`src/rtl/otp_trim_pkg.sv`:
```
// Shared types and constants for the lockable trim wiper.
// Assumes one command byte per write frame and one status byte per read frame.
package otp_trim_pkg;
    localparam int WIPER_W  = 6;
    localparam int BYTE_W   = 8;
    localparam int LOCK_BIT = 7;

    typedef enum logic [2:0] {
        BS_IDLE, BS_ADDR, BS_AACK, BS_WR, BS_WACK, BS_RD, BS_RACK, BS_WAIT
    } bus_state_t;

    typedef enum logic [1:0] {
        LK_OPEN = 2'b00,
        LK_FAIL = 2'b10,
        LK_GOOD = 2'b11
    } lock_state_t;
endpackage

```
`src/rtl/i2c_line_sync.sv`:
```
// Brings SCL and SDA into the clock domain and flags bus events.
// Assumes the system clock is far faster than SCL. Both lines reset to the idle (high) level.
module i2c_line_sync #(
    parameter int SYNC_STAGES = 2
) (
    input  logic clk,
    input  logic rst_n,
    input  logic scl_i,
    input  logic sda_i,
    output logic sda_s,
    output logic scl_rise,
    output logic scl_fall,
    output logic start_det,
    output logic stop_det
);
    logic [SYNC_STAGES-1:0] scl_sh;
    logic [SYNC_STAGES-1:0] sda_sh;
    logic scl_s, scl_d, sda_d;

    // Synchroniser chains plus one delayed copy for edge detection.
    always_ff @(posedge clk) begin
        if (!rst_n) begin
            scl_sh <= '1;
            sda_sh <= '1;
            scl_d  <= 1'b1;
            sda_d  <= 1'b1;
        end else begin
            scl_sh <= {scl_sh[SYNC_STAGES-2:0], scl_i};
            sda_sh <= {sda_sh[SYNC_STAGES-2:0], sda_i};
            scl_d  <= scl_s;
            sda_d  <= sda_s;
        end
    end

    // Event decode from the synchronised and delayed line levels.
    always_comb begin
        scl_s     = scl_sh[SYNC_STAGES-1];
        sda_s     = sda_sh[SYNC_STAGES-1];
        scl_rise  = scl_s & ~scl_d;
        scl_fall  = ~scl_s & scl_d;
        start_det = scl_s & scl_d & sda_d & ~sda_s;
        stop_det  = scl_s & scl_d & ~sda_d & sda_s;
    end
endmodule

```
`src/rtl/i2c_byte_slave.sv`:
```
// Frame engine: matches the address, receives one command byte or sends one status byte.
// Assumes bus events arrive from i2c_line_sync. SDA is only pulled low, never driven high.
module i2c_byte_slave
    import otp_trim_pkg::*;
#(
    parameter int ADDR_W = 7
) (
    input  logic              clk,
    input  logic              rst_n,
    input  logic              sda_s,
    input  logic              scl_rise,
    input  logic              scl_fall,
    input  logic              start_det,
    input  logic              stop_det,
    input  logic [ADDR_W-1:0] dev_addr,
    input  logic              wr_block,
    input  logic [BYTE_W-1:0] rd_byte,
    output logic              sda_oe,
    output logic              wr_stb,
    output logic [BYTE_W-1:0] wr_byte
);
    localparam int CNT_W = $clog2(BYTE_W + 1);

    bus_state_t        state;
    logic [CNT_W-1:0]  bit_cnt;
    logic [BYTE_W-1:0] shreg;
    logic [BYTE_W-1:0] txsh;
    logic              is_read;

    // Frame state machine: bits are shifted in on SCL rise, and SDA changes on SCL fall.
    always_ff @(posedge clk) begin
        if (!rst_n) begin
            state   <= BS_IDLE;
            bit_cnt <= '0;
            shreg   <= '0;
            txsh    <= '0;
            is_read <= 1'b0;
            sda_oe  <= 1'b0;
            wr_stb  <= 1'b0;
            wr_byte <= '0;
        end else begin
            wr_stb <= 1'b0;
            if (start_det) begin
                state   <= BS_ADDR;
                bit_cnt <= '0;
                sda_oe  <= 1'b0;
            end else if (stop_det) begin
                state  <= BS_IDLE;
                sda_oe <= 1'b0;
            end else if (scl_rise) begin
                if (state == BS_ADDR || state == BS_WR) begin
                    shreg   <= {shreg[BYTE_W-2:0], sda_s};
                    bit_cnt <= bit_cnt + 1'b1;
                end else if (state == BS_RACK) begin
                    state <= BS_WAIT;
                end
            end else if (scl_fall) begin
                case (state)
                    BS_ADDR: if (bit_cnt == CNT_W'(BYTE_W)) begin
                        if (shreg[BYTE_W-1:1] == dev_addr && !(!shreg[0] && wr_block)) begin
                            sda_oe  <= 1'b1;
                            is_read <= shreg[0];
                            state   <= BS_AACK;
                        end else begin
                            state <= BS_WAIT;
                        end
                    end
                    BS_AACK: begin
                        if (is_read) begin
                            txsh    <= rd_byte;
                            sda_oe  <= ~rd_byte[BYTE_W-1];
                            bit_cnt <= CNT_W'(1);
                            state   <= BS_RD;
                        end else begin
                            sda_oe  <= 1'b0;
                            bit_cnt <= '0;
                            state   <= BS_WR;
                        end
                    end
                    BS_WR: if (bit_cnt == CNT_W'(BYTE_W)) begin
                        sda_oe  <= 1'b1;
                        wr_stb  <= 1'b1;
                        wr_byte <= shreg;
                        state   <= BS_WACK;
                    end
                    BS_WACK: begin
                        sda_oe <= 1'b0;
                        state  <= BS_WAIT;
                    end
                    BS_RD: begin
                        if (bit_cnt == CNT_W'(BYTE_W)) begin
                            sda_oe <= 1'b0;
                            state  <= BS_RACK;
                        end else begin
                            sda_oe  <= ~txsh[BYTE_W-2];
                            txsh    <= {txsh[BYTE_W-2:0], 1'b0};
                            bit_cnt <= bit_cnt + 1'b1;
                        end
                    end
                    default: ;
                endcase
            end
        end
    end
endmodule

```
`src/rtl/otp_wiper_store.sv`:
```
// Wiper register with a one-time lock and a timed fuse-burn model.
// Assumes commands arrive as single-cycle strobes. fuse_fail_i is sampled in the final program cycle.
module otp_wiper_store
    import otp_trim_pkg::*;
#(
    parameter int PROG_CYCLES = 50_000_000
) (
    input  logic               clk,
    input  logic               rst_n,
    input  logic               cmd_stb,
    input  logic [BYTE_W-1:0]  cmd_byte,
    input  logic               fuse_fail_i,
    output logic [WIPER_W-1:0] wiper_o,
    output lock_state_t        lock_o,
    output logic               busy_o
);
    localparam int CNT_W = (PROG_CYCLES > 1) ? $clog2(PROG_CYCLES) : 1;
    localparam logic [CNT_W-1:0] LAST = CNT_W'(PROG_CYCLES - 1);

    logic [CNT_W-1:0] cnt;

    // Accepts commands while open, runs the burn counter, and records the outcome once.
    always_ff @(posedge clk) begin
        if (!rst_n) begin
            wiper_o <= '0;
            lock_o  <= LK_OPEN;
            busy_o  <= 1'b0;
            cnt     <= '0;
        end else if (busy_o) begin
            if (cnt == LAST) begin
                busy_o <= 1'b0;
                lock_o <= fuse_fail_i ? LK_FAIL : LK_GOOD;
            end else begin
                cnt <= cnt + 1'b1;
            end
        end else if (cmd_stb && lock_o == LK_OPEN) begin
            wiper_o <= cmd_byte[WIPER_W-1:0];
            if (cmd_byte[LOCK_BIT]) begin
                busy_o <= 1'b1;
                cnt    <= '0;
            end
        end
    end
endmodule

```
`src/rtl/otp_trim_wiper.sv`:
```
// Top level: I2C slave front end joined to the lockable wiper store.
// Assumes an external open-drain pad: sda_oe high pulls the line low.
module otp_trim_wiper
    import otp_trim_pkg::*;
#(
    parameter logic [5:0] DEV_ADDR_HI  = 6'b010110,
    parameter int         PROG_CYCLES  = 50_000_000,
    parameter int         SYNC_STAGES  = 2
) (
    input  logic               clk,
    input  logic               rst_n,
    input  logic               scl_i,
    input  logic               sda_i,
    output logic               sda_o,
    output logic               sda_oe,
    input  logic               addr_sel_i,
    input  logic               fuse_fail_i,
    output logic [WIPER_W-1:0] wiper_o,
    output logic               prog_busy_o
);
    logic              sda_s, scl_rise, scl_fall, start_det, stop_det;
    logic              cmd_stb;
    logic [BYTE_W-1:0] cmd_byte;
    lock_state_t       lock_status;
    logic [6:0]        dev_addr;
    logic [BYTE_W-1:0] rd_byte;

    // Address and read-byte assembly.
    always_comb begin
        dev_addr = {DEV_ADDR_HI, addr_sel_i};
        rd_byte  = {lock_status, wiper_o};
        sda_o    = 1'b0;
    end

    i2c_line_sync #(.SYNC_STAGES(SYNC_STAGES)) u_sync (
        .clk(clk), .rst_n(rst_n), .scl_i(scl_i), .sda_i(sda_i),
        .sda_s(sda_s), .scl_rise(scl_rise), .scl_fall(scl_fall),
        .start_det(start_det), .stop_det(stop_det)
    );

    i2c_byte_slave #(.ADDR_W(7)) u_slave (
        .clk(clk), .rst_n(rst_n), .sda_s(sda_s), .scl_rise(scl_rise),
        .scl_fall(scl_fall), .start_det(start_det), .stop_det(stop_det),
        .dev_addr(dev_addr), .wr_block(prog_busy_o), .rd_byte(rd_byte),
        .sda_oe(sda_oe), .wr_stb(cmd_stb), .wr_byte(cmd_byte)
    );

    otp_wiper_store #(.PROG_CYCLES(PROG_CYCLES)) u_store (
        .clk(clk), .rst_n(rst_n), .cmd_stb(cmd_stb), .cmd_byte(cmd_byte),
        .fuse_fail_i(fuse_fail_i), .wiper_o(wiper_o), .lock_o(lock_status),
        .busy_o(prog_busy_o)
    );
endmodule

```
`config.mk`:
```
export PLATFORM = sky130hd
export DESIGN_NAME = otp_trim_wiper
export DESIGN_NICKNAME = d
export VERILOG_FILES = /design/src/rtl/otp_trim_pkg.sv /design/src/rtl/i2c_line_sync.sv /design/src/rtl/i2c_byte_slave.sv /design/src/rtl/otp_wiper_store.sv /design/src/rtl/otp_trim_wiper.sv
export SDC_FILE = /design/constraint.sdc
export NUM_CORES = 1
export LEC_CHECK = 0
export BUFFER_PORTS_ARGS = -buffer_cell sky130_fd_sc_hd__buf_4
export CORE_ASPECT_RATIO = 0.7
export CORE_MARGIN = 10
export CORE_UTILIZATION = 40
export DETAILED_ROUTE_END_ITERATION = 12
export GPL_TIMING_DRIVEN = 0
export HOLD_SLACK_MARGIN = 0.02
export SETUP_SLACK_MARGIN = 0.4
export SLEW_MARGIN = 10
export SYNTH_ARGS = -nofsm -noshare
export SYNTH_HDL_FRONTEND = slang
export SYNTH_SLANG_ARGS = --single-unit
```
`constraint.sdc`:
```
create_clock -name clk -period 2 [get_ports clk]
set_input_delay 0.4 -clock clk [delete_from_list [all_inputs] [get_ports clk]]
set_output_delay 0.4 -clock clk [all_outputs]
set_load 0.1 [all_outputs]
```
* Yosys cells after proc, flatten, opt, wreduce, memory -nomap -nowiden
Cells that the tools add are included.
Word-level totals: bits in registers 74, input port bits 6, output and inout bits 9, logic and storage cells 133
Operators by class: bitwise gates (word level) 20, reductions and logical operators 30, mux-type cells 37, add/subtract/negate cells 2, equality and inequality tests 27
Operators by type and width (count):
- two-way mux 26 bit | 4
- AND reduction 7 bit | 4
- two-way mux 3 bit | 9
- adder 26 x 1 -> 26 bit, second input constant | 1
- == test 26 bit, second input constant | 1
- two-way mux 4 bit | 4
- case mux 3 bit (5 select lines) | 1
- two-way mux 1 bit | 14
- two-way mux 7 bit | 2
- case mux 7 bit (2 select lines) | 1
- NOT 1 bit | 13
- != test 2 bit, second input constant | 6
- AND reduction 6 bit | 2
- != test 5 bit, second input constant | 2
- == test 3 bit, second input constant | 3
- != test 3 bit, second input constant | 3
- case mux 4 bit (2 select lines) | 1
- nonzero test 2 bit | 4
- nonzero test 8 bit | 1
- AND 1 bit | 7
- == test 7 x 6 -> 1 bit | 1
- == test 3 x 2 -> 1 bit, second input constant | 2
- != test 2 x 1 -> 1 bit, second input constant | 3
- nonzero test 6 bit | 1
- other kinds (22) | 26

* Longest topological paths before layout
Gate-level depths: netlist (run 1).
depth in word-level cells 11, gate-level depth with buffers 8, mapped depth without buffers 7

* By module
Synthesis (run 1) repeated with hierarchy kept, for this count alone.
Second synthesis, totals: cells, all modules 419, area total of the unflattened synthesis 3839.9 µm²
By module, submodules not included:
- otp_wiper_store | area each 1839.3 µm², times used 1, sequential area each 700.7 µm², cells an instance 202
- i2c_byte_slave | area each 1795.5 µm², times used 1, sequential area each 660.6 µm², cells an instance 198
- i2c_line_sync | area each 190.2 µm², times used 1, sequential area each 120.1 µm², cells an instance 16
- otp_trim_wiper | area each 15.0 µm², times used 1, sequential area each 0.0 µm², cells an instance 3

* Worst setup path after synthesis (run 1)
No wires, ideal clock.
kind register -> register, start register u_store.busy_o, end register u_store.cnt[24], buffers on the path 2, clock period less this slack 2.447 ns, required time 1.930 ns, library setup time 0.070 ns, cell stages (with the launch flop) 8, path slack -0.447 ns, arrival 2.377 ns, cell sequence dfxtp_1 > nor4b_2 > buf_4 > a211oi_1 > a221o_1 > buf_6 > or4_1 > a21oi_1
Between the ends: longest elaborated chain between the ends 2, elaborated cells between the ends (all ways) 5, classes of those cells eq/ne: 1; mux: 1; reduce/logical: 3
Ends and longest elaborated chain:
- start, declared | line otp_wiper_store.sv:15 | output logic busy_o
- start signal, assigned | line otp_wiper_store.sv:27 | busy_o <= 1'b0;
- start signal, assigned | line otp_wiper_store.sv:31 | busy_o <= 1'b0;
- start signal, assigned | line otp_wiper_store.sv:39 | busy_o <= 1'b1;
- != test 2 bit (no source line) / nonzero test 2 bit (equally long branches)
- AND reduction 3 bit (no source line)
- end signal, assigned | line otp_wiper_store.sv:34 | cnt <= cnt + 1'b1;
- end, declared | line otp_wiper_store.sv:20 | logic [CNT_W-1:0] cnt;
Parallel ways exist; a longest one is shown, timed or not. A chain may end at the register's enable or synchronous reset.

* Worst setup path in the final report (run 1)
start register u_store.cnt[16], end register u_store.cnt[0]
Between the ends: longest elaborated chain between the ends 3
Ends and longest elaborated chain:
- == test 26 bit | line otp_wiper_store.sv:30 | if (cnt == LAST) begin
- != test 2 bit (no source line)
- AND reduction 3 bit (no source line)
Every way passes these cells.

==> results.txt, run 1 <==
The signed area change from the synthesized netlist to the final layout is 46.9%. The count of antenna-violating nets left after detailed routing is 0. The number of vias in the routed layout is 3470. The startpoint type of the worst setup path is a register. The final standard cell count with taps included and fillers excluded came out at 621. At the placement stage, the worst setup path has a slack of -0.266 ns. The portion of synthesized area spent on multiplexers is 3.73%.

The count of state elements after synthesis is 73. After floorplanning, the core was sized to cover 8510 um^2. The worst setup path is of the register to register kind. At the worst endpoint, the required time is 2.27 ns.

The number of maximum-capacitance violations is 0. The maximum count of clock buffers along a single path came out at 2. The xor-xnor portion of the synthesized cell area came out at 1.49%. The number of antenna violations at the first check in global routing was 0.

The cell row count is 28. After detailed routing, the number of vias per cell comes to approximately 5.6. The most common flop cell mapped by yosys is dfxtp_1. The sum of net half-perimeters after detailed placement came out at roughly 6300 um. Data on the critical path arrives at its endpoint at approximately 2.4 ns. Summing the areas of all compound-gate instances in the mapped netlist gives ~19% of the synthesized area. The clock reaches the later pin of the worst-skew pair after 0.34 ns.

Input and output buffers added on the ports amount to 12. The final reports fail on setup timing. The total setup violations reported at the end of the flow is 20.

The pin count of the biggest net entering global routing came out at 13. The stage delay of the slowest cell on the critical path came out at ~0.56 ns. For the final routed database, the setup TNS stands at -1.10 ns. The number of H-tree levels is 3. The cell with the largest stage delay on the worst path is or4b_4. The worst setup path is captured at a register. The number of max-slew violations in the final report is 0. The pre-antenna-repair detailed-routing pass consisted of 6 iterations. The share of synthesized cell area in full adder, half adder and majority cells came out at between 2 and 2.5%.

The clock transition at the register clock pins on the worst setup and hold paths after CTS is 0.06 ns. The power per standard cell area came out at 609 nW/um^2. For this design the top-level I/O count stands at 15.

Averaged over all synthesized cells, the footprint is 8.41 um^2. Cells with a size suffix above 1 make up 38.7% of the layout. The initial cell density of the core came out at approximately 41%. Of all nets on the critical path, the largest fanout is 3. Of the available clock period, the critical path in the final layout requires 106%.

The fraction of synthesis flops using an asynchronous set or reset pin is 0%. The mean routed wirelength per cell came out at 16.9 um. Subtracting the final worst setup slack from the clock period gives about 2.1 ns. Setup repair after global routing could not meet its margin everywhere.

The post-place instance area came out at 3910 um^2. The placer congestion estimate is 0.861. The sequential share of the synthesized area came out at 41.5%. Walking the worst path, the cells encountered are or4b_4 > o31a_1 > buf_6 > or3_1 > mux2_4 > nor2_1. The combinational family with the most area after synthesis is simple AND/OR/NAND/NOR gates.

The share of synthesized cell area in and, or, nand and nor gates came out at 27.2%. The cell chosen for the clock root is clkbuf_16. On the final layout, the worst clock skew is 0.00894 ns.

The number of CTS-inserted buffers came out at 9. The number of design rule violations left after detail routing is 0. For this design, the sink count on the clock tree is 73. In this run, placement finished with an instance count of 551. The die area came out at 13000 um^2. The maximum VDD drop came out at 0.000453 V. The number of DRC violations after detailed-routing iteration 0 is 291.

The quantity of hold-fixing buffers added after cts is 0. The highest clock frequency the design can meet is 470 MHz. The setup slack after layout is -0.128 ns.

The post-synth net total is 432. The die width came out at 132 um. Broken down by cell family, the worst path's largest delay share belongs to simple AND/OR/NAND/NOR gates. Once layout is done, the placed cells without fillers occupy 5180 um^2.

The number of unique standard cell types used by synthesis is between 60 and 70. The number of warnings issued by yosys is 0. On the final layout, the worst hold slack is 0.245 ns. The flow ran to the end, but the final reports show violations.

The post-layout net count came out at about 510. The global-route total usage across every layer is 15.1%. In this run, synthesis inferred 0 flip-flops with an integrated enable. The final global-route overflow total is 0.

The hold violation count in the final report came out at 0. In this run the worst hold path is classified as input pin to register. The number of global-route vias before repair came out at 3098.

The number of diodes came out at 0. The transition time at the pin with the least slew margin came out at 0.646 ns. The first global-routing pass estimated 16100 um of wire. The final layout contains routed wiring with a total length of ~11000 um. After technology mapping, the gate count stands at 419. The number of buffers and inverters on the critical path is 1. The TritonCTS clock tree is built. The headroom to the max-slew limit is 56.9%.

The leakage power summed over all cells came out at 0.00184 uW. The netlist area before placement came out at 3520 um^2. The height of the chip is 98.5 um.
==> synth_stat cells (all sizes together), types with 2 or more instances <==
library cell / n / area (um^2)
a211oi: 4 / 30.0
o211ai: 2 / 15.0
ha: 7 / 87.6
nand2b: 11 / 68.8
a21oi: 44 / 220
dfxtp: 73 / 1460
o21ai: 14 / 70.1
and3b: 2 / 17.5
nand2: 52 / 203
a31oi: 3 / 18.8
nor2: 38 / 143
a41o: 3 / 30.0
and3: 4 / 25.0
buf: 9 / 60.1
nor3: 6 / 30.0
o311ai: 3 / 26.3
or4: 4 / 30.0
or3b: 2 / 17.5
nand3: 20 / 100
o31ai: 6 / 45.0
nand4b: 3 / 26.3
xnor2: 5 / 43.8
o31a: 3 / 26.3
clkbuf: 10 / 37.5
inv: 14 / 52.6
nor4b: 2 / 23.8
nor3b: 2 / 15.0
nand3b: 7 / 52.6
a311oi: 5 / 43.8
and2: 4 / 25.0
mux2i: 12 / 120
nand4: 6 / 37.5
or3: 14 / 87.6
a21o: 2 / 15.0
==> repair_timing <==
action,CTS,global route
cloned,3,1
pin swaps,36,38
buffers inserted,34,16
hold endpoints to repair,0,0
gates resized for setup,74,69
setup endpoints to repair,61,61
==> per-layer routing <==
layer	share of wire (%)	up-vias	routed length [um]	GRT usage [%]
met4	1.8	0	188	5.65
met1	51	1664	5360	22.1
li1	-	1689	-	-
met5	0	-	0	0
met3	5.4	26	563	4.06
met2	42	91	4400	20.4
==> through the flow <==
step	power [uW]	utilization, %
floorplan	1570	-
global placement	1600	45.9
detailed placement	1600	45.9
CTS	3160	56.1
global route	3250	60.8
finish	3150	60.8
==> power breakdown <==
part           switching [uW]  internal (uW)  total, uW
Combinational            95.1           57.8        153
Clock                     631            908       1540
Sequential               4.67           1460       1460
==> cells by family (layout without fill, tap and decap cells) <==
logic type | after synthesis | in the layout
XOR/XNOR | 6 | 6
AND/OR/NAND/NOR | 182 | 182
flip-flops | 73 | 73
multiplexers | 13 | 13
adder cells (fa/ha/maj) | 7 | 7
other | 1 | 1
AO/OA/AOI/OAI | 104 | 104
buffers and inverters | 33 | 115
==> sequential cells by signal (all words and copies together), names as in the netlist, 2 cells and up <==
signal           cells
u_slave.txsh         7
u_sync.sda_sh        2
u_store.lock_o       2
u_slave.bit_cnt      4
u_store.wiper_o      6
u_sync.scl_sh        2
u_slave.state        3
u_slave.shreg        8
u_store.cnt         26
u_slave.wr_byte      7
==> cell type report <==
class                      instances  area (um^2)
sequential                        73         1490
timing repair buffer              66          578
tap                              120          150
clock buffer                      12          256
clock inverter                     4         26.3
buffer                            19          184
multi-input combinational        313         2440
inverter                          14         52.6
fill                             727         3340
==> cell usage in the layout (no fill, tap or decap), types with 5 or more instances in the layout <==
master and instances:
buf_6 17, buf_8 5, nand2b_1 8, clkbuf_16 10, inv_2 5, nor2_1 33, nand3_4 5, a21oi_2 14
inv_1 9, a21oi_1 27, o21ai_1 7, or3_1 12, nand3_1 9, dfxtp_2 11, nand2_1 48, buf_4 53
nand4_1 6, mux2i_1 11, dfxtp_1 58, o21ai_0 6, nand3_2 6, nand3b_1 7
==> path summary, 6_finish.rpt <==
check / cells past startpoint / slack, ns / to / startpoint
setup / recovery: 6 / -0.13 / u_store.cnt[0]$_SDFFE_PN0P_ / u_store.cnt[16]$_SDFFE_PN0P_
hold reg to reg: 1 / 0.41 / u_sync.scl_sh[1]$_SDFF_PN1_ / u_sync.scl_sh[0]$_SDFF_PN1_
hold / removal: 2 / 0.24 / u_sync.sda_sh[0]$_SDFF_PN1_ / sda_i
setup reg to reg: 6 / -0.13 / u_store.cnt[0]$_SDFFE_PN0P_ / u_store.cnt[16]$_SDFFE_PN0P_
No activity file was read; power rests on OpenSTA's default activity.
==> run 2, diff against run 1 <==
SYNTH_HIERARCHICAL = 1   (was not set)
==> results.txt, run 2 <==
The run finished with clean final reports. TritonCTS built the clock tree. The headroom to the max-slew limit came out at 59.9% (+3.0 points). The time the worst path needs with I/O delays and setup is 1.94 ns (-0.189 ns). The initial cell density of the core is 41.4% (about the same). STA classifies the critical path startpoint as a register. The global-route total usage across every layer came out at 15.9% (+0.80 points). The number of diodes came to 0 (unchanged). Among all stages on the critical path, the largest delay is contributed by or4b_4. The launching element of the worst setup path is u_store/cnt[16]$_SDFFE_PN0P_. The mean number of vias per cell is 5.76 (+3.1%). The worst setup path is captured at a register. The required arrival time at the worst endpoint is 2.27 ns (about the same).

The stage delay of the slowest cell on the critical path came out at 0.54 ns (-0.02 ns). The register ranked first by flip-flop count is u_store/cnt. The number of max-slew violations in the final report came to 0 (unchanged). The instance count of the mapped netlist was 416 (-0.72%). The die area came to 13900 um^2 (+6.5%). The end-of-flow core utilization came out at 59.2% (-1.6 points). The post-place instance area came out at 4120 um^2 (+5.6%). The min-delay analysis places its worst path in the category input pin to register. Leaving out fill and tap cells, the most frequent cells in the layout are buf_4 (51), dfxtp_1 (47), mux2i_1 (26), nor2b_1 (23), buf_6 (21). Traced cell by cell, the critical path runs through or4b_4 > nor4_4 > buf_4 > nand2_8 > a21oi_4 > buf_6 > o22a_1.

The number of warnings issued by yosys is 6 (+6). The number of flip-flops under the largest register name is 26 (unchanged). The transition time at the pin with the least slew margin is 0.601 ns (-0.0449 ns). The largest clock skew in the final design came out at 0.00481 ns (-0.00413 ns). The pin count of the biggest net entering global routing is 13 (unchanged). The power share of the sequential group came out at 45.0% (-1.3 points).

The number of iterations in the first detailed-routing pass is 5 (-1). The total number of clock tree sinks came out at 73 (unchanged). The number of buffers and inverters on the critical path came out at 2 (+1).

The average size of a mapped cell is 9.14 um^2 (+8.7%). The clock latency reported for the late side of the worst-skew pair is 0.34 ns (about the same). The placer congestion estimate came out at 0.884 (+2.7%). The worst reg2reg path depth is 7 (+1). The internal portion of total power is 2520 uW (+3.9%). The path length in cells of the critical path is 7 (+1).

The number of antenna violations at the first check in global routing is 0 (unchanged). Setup repair after global routing could not meet its margin everywhere. The mean routed wirelength per cell came out at 18.4 um (+8.8%). The highest clock frequency the design can meet is 516 MHz (+9.7%). The power per standard cell area came out at 594 nW/um^2 (-2.5%). The number of H-tree levels is 3 (unchanged).

In this run the critical register-to-register path is captured at u_store/cnt[4]$_SDFFE_PN0P_. The number of global-route vias before repair came out at 3333 (+7.6%). The power share of the combinational group is 5.2% (+0.3 points). The sum of net half-perimeters after detailed placement came out at 6980 um (+11%).

The hold violation count in the final report is 0 (unchanged). The die width is 137 um (+3.3%). The netlist area before placement is 3800 um^2 (+7.9%).

The post-layout net count is 507 (-0.39%). The clock transition at the register clock pins on the worst setup and hold paths after CTS came out at 0.06 ns (about the same). The final global-route overflow total came to 0 (unchanged). The height of the chip is 102 um (+3.1%).

The switching power total came to 714 uW (-2.3%). The critical path is of the register to register type. The worst hold path begins at scl_i. The number of maximum-capacitance violations came out at 0 (unchanged). The port buffer count came out at 13 (+1). The endpoint arrival time on the critical path is 2.21 ns (-0.19 ns). The number of vias in the routed layout is 3607 (+3.9%). The leakage power summed over all cells came to 0.00214 uW (+16%). The signed area change from the synthesized netlist to the final layout is 42.9%. The number of DRC violations after detailed-routing iteration 0 came out at 370 (+27%). The switching power as a share of total power is 22.1% (-1.1 points). The number of CTS-inserted buffers came out at 9 (unchanged). The post-route cell area came to 5440 um^2 (+5.0%). The clock network fraction of total power came out at 49.8% (+1.0 points).

The worst hold slack across all endpoints came out at 0.244 ns (-0.00108 ns). The cell row count came out at 29 (+3.6%). The total core area came out at 9180 um^2 (+7.8%).

The total setup violations reported at the end of the flow came out at 0 (-100%). The final cycle utilization of the critical path is 97.0% (-9.4 points). The wire length of the first global-routing pass is 17500 um (+8.6%).

The wire length reported by the detailed router came out at 11500 um (+9.7%). The maximum VDD drop came out at 0.000342 V (-25%). The cell family with the largest share of critical-path delay is simple AND/OR/NAND/NOR gates.

The startpoint identified for the worst register-to-register timing path is u_store/cnt[16]$_SDFFE_PN0P_. Following the worst setup path forward leads to its endpoint at u_store/cnt[4]$_SDFFE_PN0P_. The maximum count of clock buffers along a single path came out at 2 (unchanged). The root buffer cell chosen for the clock tree is clkbuf_16. In the final layout, the registers with the most flip-flops are u_store/cnt (26), u_slave/shreg (8). The I/O pin count came out at 15 (unchanged). The number of design rule violations left after detail routing is 0 (unchanged). The peak fanout along the critical path came out at 5 (+2). Leaving out fill and tap cells, the most frequent cell in the layout is buf_4. The count of antenna-violating nets left after detailed routing came out at 0 (unchanged). The internal reg-to-reg setup slack came out at 0.06 ns (+0.19 ns).

The share of post-route cells with drive strength above 1 came out at 41.6% (+2.9 points).
==> run 2: cell count changes in the layout (fill, tap and decap cells not counted), moves of 11 or more <==
| cell | before | now |
|---|---|---|
| nand2_1 | 48 | 18 |
| nor2b_1 | 0 | 23 |
| nor2_1 | 33 | 11 |
| mux2i_1 | 11 | 26 |
| dfxtp_1 | 58 | 47 |
| nand3_1 | 9 | 20 |
==> run 2: timing repair <==
| action | in CTS | in global routing |
|---|---|---|
| buffers inserted | 30 | 19 |
| gates cloned | 2 | 1 |
| hold buffers | 0 | 0 |
| resized for setup | 92 | 65 |
| pin swaps | 28 | 33 |
| setup endpoints to repair | 60 | 57 |
==> run 2: stage by stage <==
| stage | std cells | setup TNS, ns | worst slack [ns] | power [uW] |
|---|---|---|---|---|
| final | 626 | 0 | 0.0605 | 3230 |
| after detailed placement | 558 | -0.171 | -0.0565 | 1610 |
| after global routing | 626 | -0.0220 | -0.0140 | 3340 |
| after CTS | 606 | 0 | 0.0749 | 3240 |
| after global placement | 558 | -0.116 | -0.0244 | 1610 |
| after floorplan | 421 | 0 | 0.195 | 1580 |
==> run 2: area by class of cell <==
cell class                 instances  area [um^2]
fill                             759         3740
multi-input combinational        318         2660
sequential                        73         1520
timing repair buffer              65          598
clock buffer                      11          243
buffer                            21          174
tap                              124          155
clock inverter                     5         55.1
inverter                           9         38.8
==> run 2: worst reg2reg max path, cell delays in order, from the launching register on <==
cell and delay (ns):
dfxtp_4 0.34, or4b_4 0.54, nor4_4 0.23, buf_4 0.18, nand2_8 0.07, a21oi_4 0.21
buf_6 0.16, o22a_1 0.15
==> run 2: worst min path at each step <==
stage | endpoint | cells after the start
floorplan | u_sync/scl_sh[1]$_SDFF_PN1_ | 1
global placement | u_sync/sda_sh[1]$_SDFF_PN1_ | 1
detailed placement | u_sync/scl_sh[1]$_SDFF_PN1_ | 1
CTS | u_sync/scl_sh[0]$_SDFF_PN1_ | 2
global route | u_sync/scl_sh[0]$_SDFF_PN1_ | 2
finish | u_sync/scl_sh[0]$_SDFF_PN1_ | 2
==> run 2: metal layers <==
metal	GRT usage (%)	part of all wire [%]	up-vias
met5	0	0	-
met4	5.31	1.5	0
met3	4.20	6.4	22
met2	23.5	44	135
met1	21.9	48	1754
li1	-	-	1696
==> run 2: power by group through the flow <==
stage / Sequential (uW) / Combinational, uW / Clock [uW]
finish: 1450 / 167 / 1610
global route: 1450 / 176 / 1710
CTS: 1450 / 139 / 1650
detailed placement: 1490 / 117 / 0
global placement: 1490 / 116 / 0
floorplan: 1490 / 82.1 / 0
